### src/rtl/spi_eng_pkg.sv
package spi_eng_pkg;

  // Control fields, in register bit order 7..4 then 2..0
  typedef struct packed {
    logic smpEnd;     // capture at end of bit time
    logic edgeTrail;  // data moves on active-to-idle SCK edge
    logic sckIdleHi;  // SCK rests high
    logic fastStart;  // first SCK edge one clock after select
    logic selLow;     // select is active low
    logic sdiInv;     // invert received data
    logic sdoInv;     // invert transmitted data
  } cfg_t;

  // Strobes from sequencer to datapath
  typedef struct packed {
    logic load;
    logic toggle;
    logic shift;
    logic sample;
    logic finish;
  } strobe_t;

  localparam cfg_t CFG_RESET = '{selLow: 1'b1, default: 1'b0};

endpackage

### src/rtl/spi_eng_ctrl.sv
module spi_eng_ctrl
  import spi_eng_pkg::*;
#(
  parameter int DIV_W  = 8,
  parameter int DATA_W = 8
) (
  input  logic             clk,
  input  logic             rstN,
  input  logic             cfgWe,
  input  cfg_t             cfgWval,
  input  logic [DIV_W-1:0] baudDiv,
  input  logic             start,
  output cfg_t             cfg,
  output strobe_t          stb,
  output logic             busy,
  output logic             done
);

  localparam int EDGES = 2 * DATA_W;
  localparam int CNT_W = $clog2(EDGES + 2);
  localparam logic [CNT_W-1:0] C_ONE      = CNT_W'(1);
  localparam logic [CNT_W-1:0] C_TWO      = CNT_W'(2);
  localparam logic [CNT_W-1:0] C_THREE    = CNT_W'(3);
  localparam logic [CNT_W-1:0] LAST_EDGE  = CNT_W'(EDGES);
  localparam logic [CNT_W-1:0] LAST_TRAIL = CNT_W'(EDGES - 2);
  localparam logic [CNT_W-1:0] LAST_LEAD  = CNT_W'(EDGES - 1);
  localparam logic [CNT_W-1:0] SPAN       = CNT_W'(2 * (DATA_W - 1));

  logic [DIV_W-1:0] divCnt;
  logic [CNT_W-1:0] edgeCnt;
  logic [CNT_W-1:0] tickNum;
  logic [CNT_W-1:0] firstSmp;
  logic [CNT_W-1:0] smpDist;
  logic             tick;

  // Control register; frozen while a transfer runs
  always_ff @(posedge clk or negedge rstN) begin
    if (!rstN)                cfg <= CFG_RESET;
    else if (cfgWe && !busy)  cfg <= cfgWval;
  end

  always_comb begin
    tick     = busy && (divCnt == '0);
    tickNum  = edgeCnt + C_ONE;
    firstSmp = (cfg.edgeTrail ? C_ONE : C_TWO) + {{(CNT_W-1){1'b0}}, cfg.smpEnd};
    smpDist  = tickNum - firstSmp;

    stb.load   = start && !busy;
    stb.toggle = tick && (edgeCnt != LAST_EDGE);
    stb.finish = tick && (edgeCnt == LAST_EDGE);
    stb.sample = tick && (tickNum >= firstSmp) && (smpDist <= SPAN) && !smpDist[0];
    if (cfg.edgeTrail)
      stb.shift = tick && !tickNum[0] && (tickNum >= C_TWO) && (tickNum <= LAST_TRAIL);
    else
      stb.shift = tick && tickNum[0] && (tickNum >= C_THREE) && (tickNum <= LAST_LEAD);
  end

  always_ff @(posedge clk or negedge rstN) begin
    if (!rstN) begin
      busy    <= 1'b0;
      done    <= 1'b0;
      divCnt  <= '0;
      edgeCnt <= '0;
    end else begin
      done <= stb.finish;
      if (stb.load) begin
        busy    <= 1'b1;
        divCnt  <= cfg.fastStart ? '0 : baudDiv;
        edgeCnt <= '0;
      end else if (stb.finish) begin
        busy <= 1'b0;
      end else if (stb.toggle) begin
        edgeCnt <= edgeCnt + C_ONE;
        divCnt  <= baudDiv;
      end else if (busy) begin
        divCnt <= divCnt - 1'b1;
      end
    end
  end

endmodule

### src/rtl/spi_eng_dp.sv
module spi_eng_dp
  import spi_eng_pkg::*;
#(
  parameter int DATA_W = 8
) (
  input  logic              clk,
  input  logic              rstN,
  input  strobe_t           stb,
  input  logic              sckIdleHi,
  input  logic              selLow,
  input  logic              sdiInv,
  input  logic              sdoInv,
  input  logic [DATA_W-1:0] txByte,
  input  logic              sdi,
  output logic              sck,
  output logic              ssOut,
  output logic              sdo,
  output logic [DATA_W-1:0] rxByte
);

  logic [DATA_W-1:0] txSh;
  logic [DATA_W-1:0] rxSh;
  logic              sckAct;
  logic              ssAct;

  always_ff @(posedge clk or negedge rstN) begin
    if (!rstN) begin
      txSh   <= '0;
      rxSh   <= '0;
      sckAct <= 1'b0;
      ssAct  <= 1'b0;
    end else if (stb.load) begin
      txSh   <= txByte;
      rxSh   <= '0;
      sckAct <= 1'b0;
      ssAct  <= 1'b1;
    end else begin
      if (stb.toggle) sckAct <= ~sckAct;
      if (stb.shift)  txSh   <= {txSh[DATA_W-2:0], 1'b0};
      if (stb.sample) rxSh   <= {rxSh[DATA_W-2:0], sdi ^ sdiInv};
      if (stb.finish) ssAct  <= 1'b0;
    end
  end

  assign sck    = sckAct ^ sckIdleHi;
  assign ssOut  = ssAct ^ selLow;
  assign sdo    = (ssAct & txSh[DATA_W-1]) ^ sdoInv;
  assign rxByte = rxSh;

endmodule

### src/rtl/spi_host_engine.sv
module spi_host_engine
  import spi_eng_pkg::*;
#(
  parameter int DIV_W  = 8,
  parameter int DATA_W = 8
) (
  input  logic              clk,
  input  logic              rstN,
  input  logic              cfgWe,
  input  logic [7:0]        cfgWdata,
  output logic [7:0]        cfgRdata,
  input  logic [DIV_W-1:0]  baudDiv,
  input  logic              start,
  input  logic [DATA_W-1:0] txByte,
  output logic              busy,
  output logic              done,
  output logic [DATA_W-1:0] rxByte,
  output logic              sck,
  output logic              ssOut,
  output logic              sdo,
  input  logic              sdi
);

  cfg_t    cfg;
  strobe_t stb;
  logic    unusedSpareBit;

  assign unusedSpareBit = cfgWdata[3];

  spi_eng_ctrl #(.DIV_W(DIV_W), .DATA_W(DATA_W)) u_ctrl (
    .clk     (clk),
    .rstN    (rstN),
    .cfgWe   (cfgWe),
    .cfgWval (cfg_t'({cfgWdata[7:4], cfgWdata[2:0]})),
    .baudDiv (baudDiv),
    .start   (start),
    .cfg     (cfg),
    .stb     (stb),
    .busy    (busy),
    .done    (done)
  );

  spi_eng_dp #(.DATA_W(DATA_W)) u_dp (
    .clk       (clk),
    .rstN      (rstN),
    .stb       (stb),
    .sckIdleHi (cfg.sckIdleHi),
    .selLow    (cfg.selLow),
    .sdiInv    (cfg.sdiInv),
    .sdoInv    (cfg.sdoInv),
    .txByte    (txByte),
    .sdi       (sdi),
    .sck       (sck),
    .ssOut     (ssOut),
    .sdo       (sdo),
    .rxByte    (rxByte)
  );

  assign cfgRdata = {cfg.smpEnd, cfg.edgeTrail, cfg.sckIdleHi, cfg.fastStart,
                     1'b0, cfg.selLow, cfg.sdiInv, cfg.sdoInv};

endmodule

### config.mk
export PLATFORM = sky130hd
export DESIGN_NAME = spi_host_engine
export DESIGN_NICKNAME = d
export VERILOG_FILES = /design/src/rtl/spi_eng_pkg.sv /design/src/rtl/spi_eng_ctrl.sv /design/src/rtl/spi_eng_dp.sv /design/src/rtl/spi_host_engine.sv
export SDC_FILE = /design/constraint.sdc
export NUM_CORES = 1
export LEC_CHECK = 0
export BUFFER_PORTS_ARGS = -buffer_cell sky130_fd_sc_hd__buf_2
export CAP_MARGIN = 0
export CELL_PAD_IN_SITES_DETAIL_PLACEMENT = 0
export CELL_PAD_IN_SITES_GLOBAL_PLACEMENT = 1
export CORE_AREA = 3 3 72 88
export CTS_BUF_LIST = sky130_fd_sc_hd__clkbuf_4
export CTS_CLUSTER_SIZE = 10
export DETAILED_ROUTE_END_ITERATION = 12
export DIE_AREA = 0 0 75 91
export GPL_TIMING_DRIVEN = 1
export PLACE_DENSITY_LB_ADDON = 0.08
export SKIP_CTS_REPAIR_TIMING = 1
export SLEW_MARGIN = 10
export SYNTH_ARGS = -nofsm -noshare
export SYNTH_HDL_FRONTEND = slang
export SYNTH_HIERARCHICAL = 1
export SYNTH_SLANG_ARGS = --single-unit
### constraint.sdc
create_clock -name clk -period 3.6 [get_ports clk]
set_clock_uncertainty 0.1 [all_clocks]
set_input_delay 0.72 -clock clk [delete_from_list [all_inputs] [get_ports clk]]
set_output_delay 0.72 -clock clk [all_outputs]
set_load 0.02 [all_outputs]
==> results.sh <==
export IMPL_syn_cell_area_sq_mm=0.002362
export IMPL_ant_nets=0
export IMPL_yosysMostFrequentCell="dfrtp_1"
export IMPL_clock_latency_ns=0.36
export IMPL_synth_common_cells="dfrtp_1 (39), o21ai_1 (21), nand2_1 (19), nor2_1 (18), mux2i_1 (15)"
export IMPL_cp_required_ns=3.73
export IMPL_grt_pass1_vias=1743
export IMPL_antenna_found_initial=0
export IMPL_maxSlewViolCount=0
export IMPL_finalHoldViolCount=0
export IMPL_synth_top_area_share_pct=41.31
export IMPL_startpoint_type="register"
export IMPL_post_route_period_util_pct=85.20
export IMPL_crit_type="reg -> reg"
export IMPL_grt_max_degree=41
export IMPL_async_flop_share_pct=100.0
export IMPL_vias=1885
export IMPL_worstPathMaxFanout=9
export IMPL_rr_worst_depth=12
export IMPL_rows=30
export IMPL_syn_num_nets=282
export IMPL_setup_viol=0
export IMPL_synth_main_ff_cell="dfrtp_1"
export IMPL_grt_pass1_wl_mm=8.355
export IMPL_yosysUniqueCellTypes=55
export IMPL_synth_xor_area_share_pct=3.337
export IMPL_ys_seq_area_share_pct=42.43
export IMPL_viasPerCell=5.386
export IMPL_hpwl_mm=3.698
export IMPL_drt_wl_total_mm=5.199
export IMPL_post_route_util_pct=47.40
export IMPL_dieWidth_um=75
export IMPL_track_usage_pct=15.80
export IMPL_cts_root_buf="clkbuf_4"
export IMPL_synth_largest_area_cell="dfrtp_1"
export IMPL_maxCapViolCount=0
export IMPL_synth_fa_ha_area_share_pct=6.144
export IMPL_drive_above_1_share_pct=23.78
export IMPL_dp_cells=342
export IMPL_path_clk_slew_ns=0.14
export IMPL_peakVddDrop_mv=0.3138
export IMPL_syn_area_per_cell_sq_um=9.761
export IMPL_fp_dieH_um=91
export IMPL_fin_crit_ns=3.067
export IMPL_relSlewSlack_pct=39.05
export IMPL_dr_pass1_iters=4
export IMPL_drc=0
export IMPL_cts_buffers=5
export IMPL_ctsLongestPathBuffers=2
export IMPL_drt_iter0_drc=75
export IMPL_outcome="finished, final reports clean"
export IMPL_instances_no_fill=350
export IMPL_ys_warn_count=6
export IMPL_synth_top_family_by_area="simple AND/OR/NAND/NOR gates"
export IMPL_synth_mux_area_share_pct=9.216
export IMPL_yosys_area_share_simple_pct=16.58
export IMPL_cp_arrival_ns=3.20
export IMPL_initial_core_util_pct=42.24
export IMPL_cellLeakagePower_nw=1.208
export IMPL_synth_edf_count=0
export IMPL_tns_ns=0
export IMPL_tightest_slew_ns=0.9142
export IMPL_hold_class="in -> async"
export IMPL_io_buffers=47
export IMPL_htreeDepth=2
export IMPL_end_kind="register"
export IMPL_dieArea_sq_mm=0.006825
export IMPL_synth_cells=242
export IMPL_n_antenna_cell=0
export IMPL_ys_seq_elements=40
export IMPL_place_congestion=0.7629
export IMPL_fmax_mhz=326.0
export IMPL_synth_compound_area_share_pct=14.46
export IMPL_grt_ovfl_total=0
export IMPL_synthTopCellsByArea="dfrtp_1 (41%), mux2i_1 (6.4%), ha_1 (5.3%), o21ai_1 (4.4%), nand2_1 (3.0%)"
export IMPL_cts_tree="done"
export IMPL_layout_nets=325
export IMPL_clock_sinks=40
export IMPL_io_pins=50
export IMPL_wl_per_cell_um=14.85
export IMPL_core_area_sq_mm=0.005593
export IMPL_area_delta_synth_final_pct=12.24
export IMPL_power_density_mw_per_mm2=712.3
export IMPL_rsz0062_at_grt="no"
area by class of cell:
| cell class | instances | area (sq um) |
|---|---|---|
| fill | 568 | 2942 |
| multi-input combinational | 171 | 1179 |
| sequential | 40 | 1002 |
| timing repair buffer | 50 | 257.7 |
| tap | 64 | 80.08 |
| inverter | 17 | 76.32 |
| clock buffer | 5 | 37.54 |
| clock inverter | 3 | 18.77 |
where the power goes:
group / total [mW] / internal [mW] / switching, mW
logic: 0.835 / 0.374 / 0.461
registers: 0.813 / 0.622 / 0.192
clock network: 0.241 / 0.0753 / 0.165
total: 1.89 / 1.07 / 0.818
state kept, by name, indices dropped and copies added, names as in the netlist:
signal / flops
u_ctrl/cfg: 7
u_ctrl/busy: 1
u_ctrl/done: 1
u_dp/rxByte: 8
u_dp/txSh: 8
u_ctrl/divCnt: 8
u_dp/ssAct: 1
u_dp/sckAct: 1
u_ctrl/edgeCnt: 5
kinds of logic (layout without fill, tap and decap cells):
group	count (synthesis)	in the layout
AO/OA/AOI/OAI	54	54
XOR/XNOR	9	9
adder cells (fa/ha/maj)	11	11
buffers and inverters	31	75
flip-flops	40	40
multiplexers	21	21
other	1	1
AND/OR/NAND/NOR	75	75
per-layer routing:
layer | wire, um | up-vias | track usage (%) | share of wire [%]
met4 | 70 | 0 | 4.896 | 1.3
met2 | 2387 | 53 | 24.64 | 46
met3 | 287 | 5 | 3.544 | 5.5
met1 | 2454 | 888 | 21.47 | 47
li1 | - | 939 | - | -
met5 | 0 | - | 0 | 0
per-stage QoR:
step           worst slack [ns]  cell area (sq um)  hold slack, ns  power (mW)
4_1_cts                  0.5536               2651          0.4089       1.908
3_3_place_gp             0.6023               2595          0.4122       1.655
3_5_place_dp             0.5931               2595          0.4163       1.661
5_1_grt                  0.3240               2651          0.4426       2.055
6_report                 0.5329               2651          0.3725       1.889
2_1_floorplan            0.8282               2362          0.3244       1.421
final timing paths:
| kind | endpoint | startpoint | slack [ns] |
|---|---|---|---|
| worst max-delay path | u_dp/rxByte[7] | u_ctrl/edgeCnt[1] | 0.53 |
| worst min-delay path | u_ctrl/cfg[5] | rstN | 0.37 |
| worst max register to register | u_dp/rxByte[7] | u_ctrl/edgeCnt[1] | 0.53 |
| worst min register to register | u_ctrl/cfg[0] | u_ctrl/cfg[0] | 0.44 |
| max in group asynchronous | u_ctrl/cfg[4] | rstN | 2.45 |
| min in group clk | u_ctrl/cfg[0] | u_ctrl/cfg[0] | 0.44 |
layout by cell type, fill, tap and decap left out, types with 3 or more instances in the layout:
master | synthesis | final
nor2_1 | 18 | 18
xnor2_1 | 4 | 4
mux2_1 | 6 | 6
nand2_1 | 19 | 19
a31oi_1 | 5 | 5
o21ai_0 | 3 | 3
a21oi_1 | 8 | 8
or3_1 | 3 | 3
clkbuf_4 | 0 | 5
ha_1 | 10 | 10
dfrtp_1 | 39 | 39
buf_2 | 3 | 47
nor3_1 | 7 | 7
o21ai_1 | 21 | 21
nand3_1 | 3 | 3
mux2i_1 | 15 | 15
buf_4 | 1 | 3
nand2b_1 | 6 | 6
xor2_1 | 5 | 5
inv_1 | 14 | 14
a211oi_1 | 3 | 3
critical path: stages, from the launching register on:
cell,delay [ns]
dfrtp_1,0.46
inv_1,0.10
ha_1,0.42
inv_1,0.14
fa_1,0.42
nand2b_1,0.15
o21bai_1,0.15
a31oi_1,0.17
a41oi_1,0.06
nor3b_1,0.25
buf_4,0.24
mux2i_1,0.20
nor2_1,0.06
No activity file was read; power rests on OpenSTA's default activity.
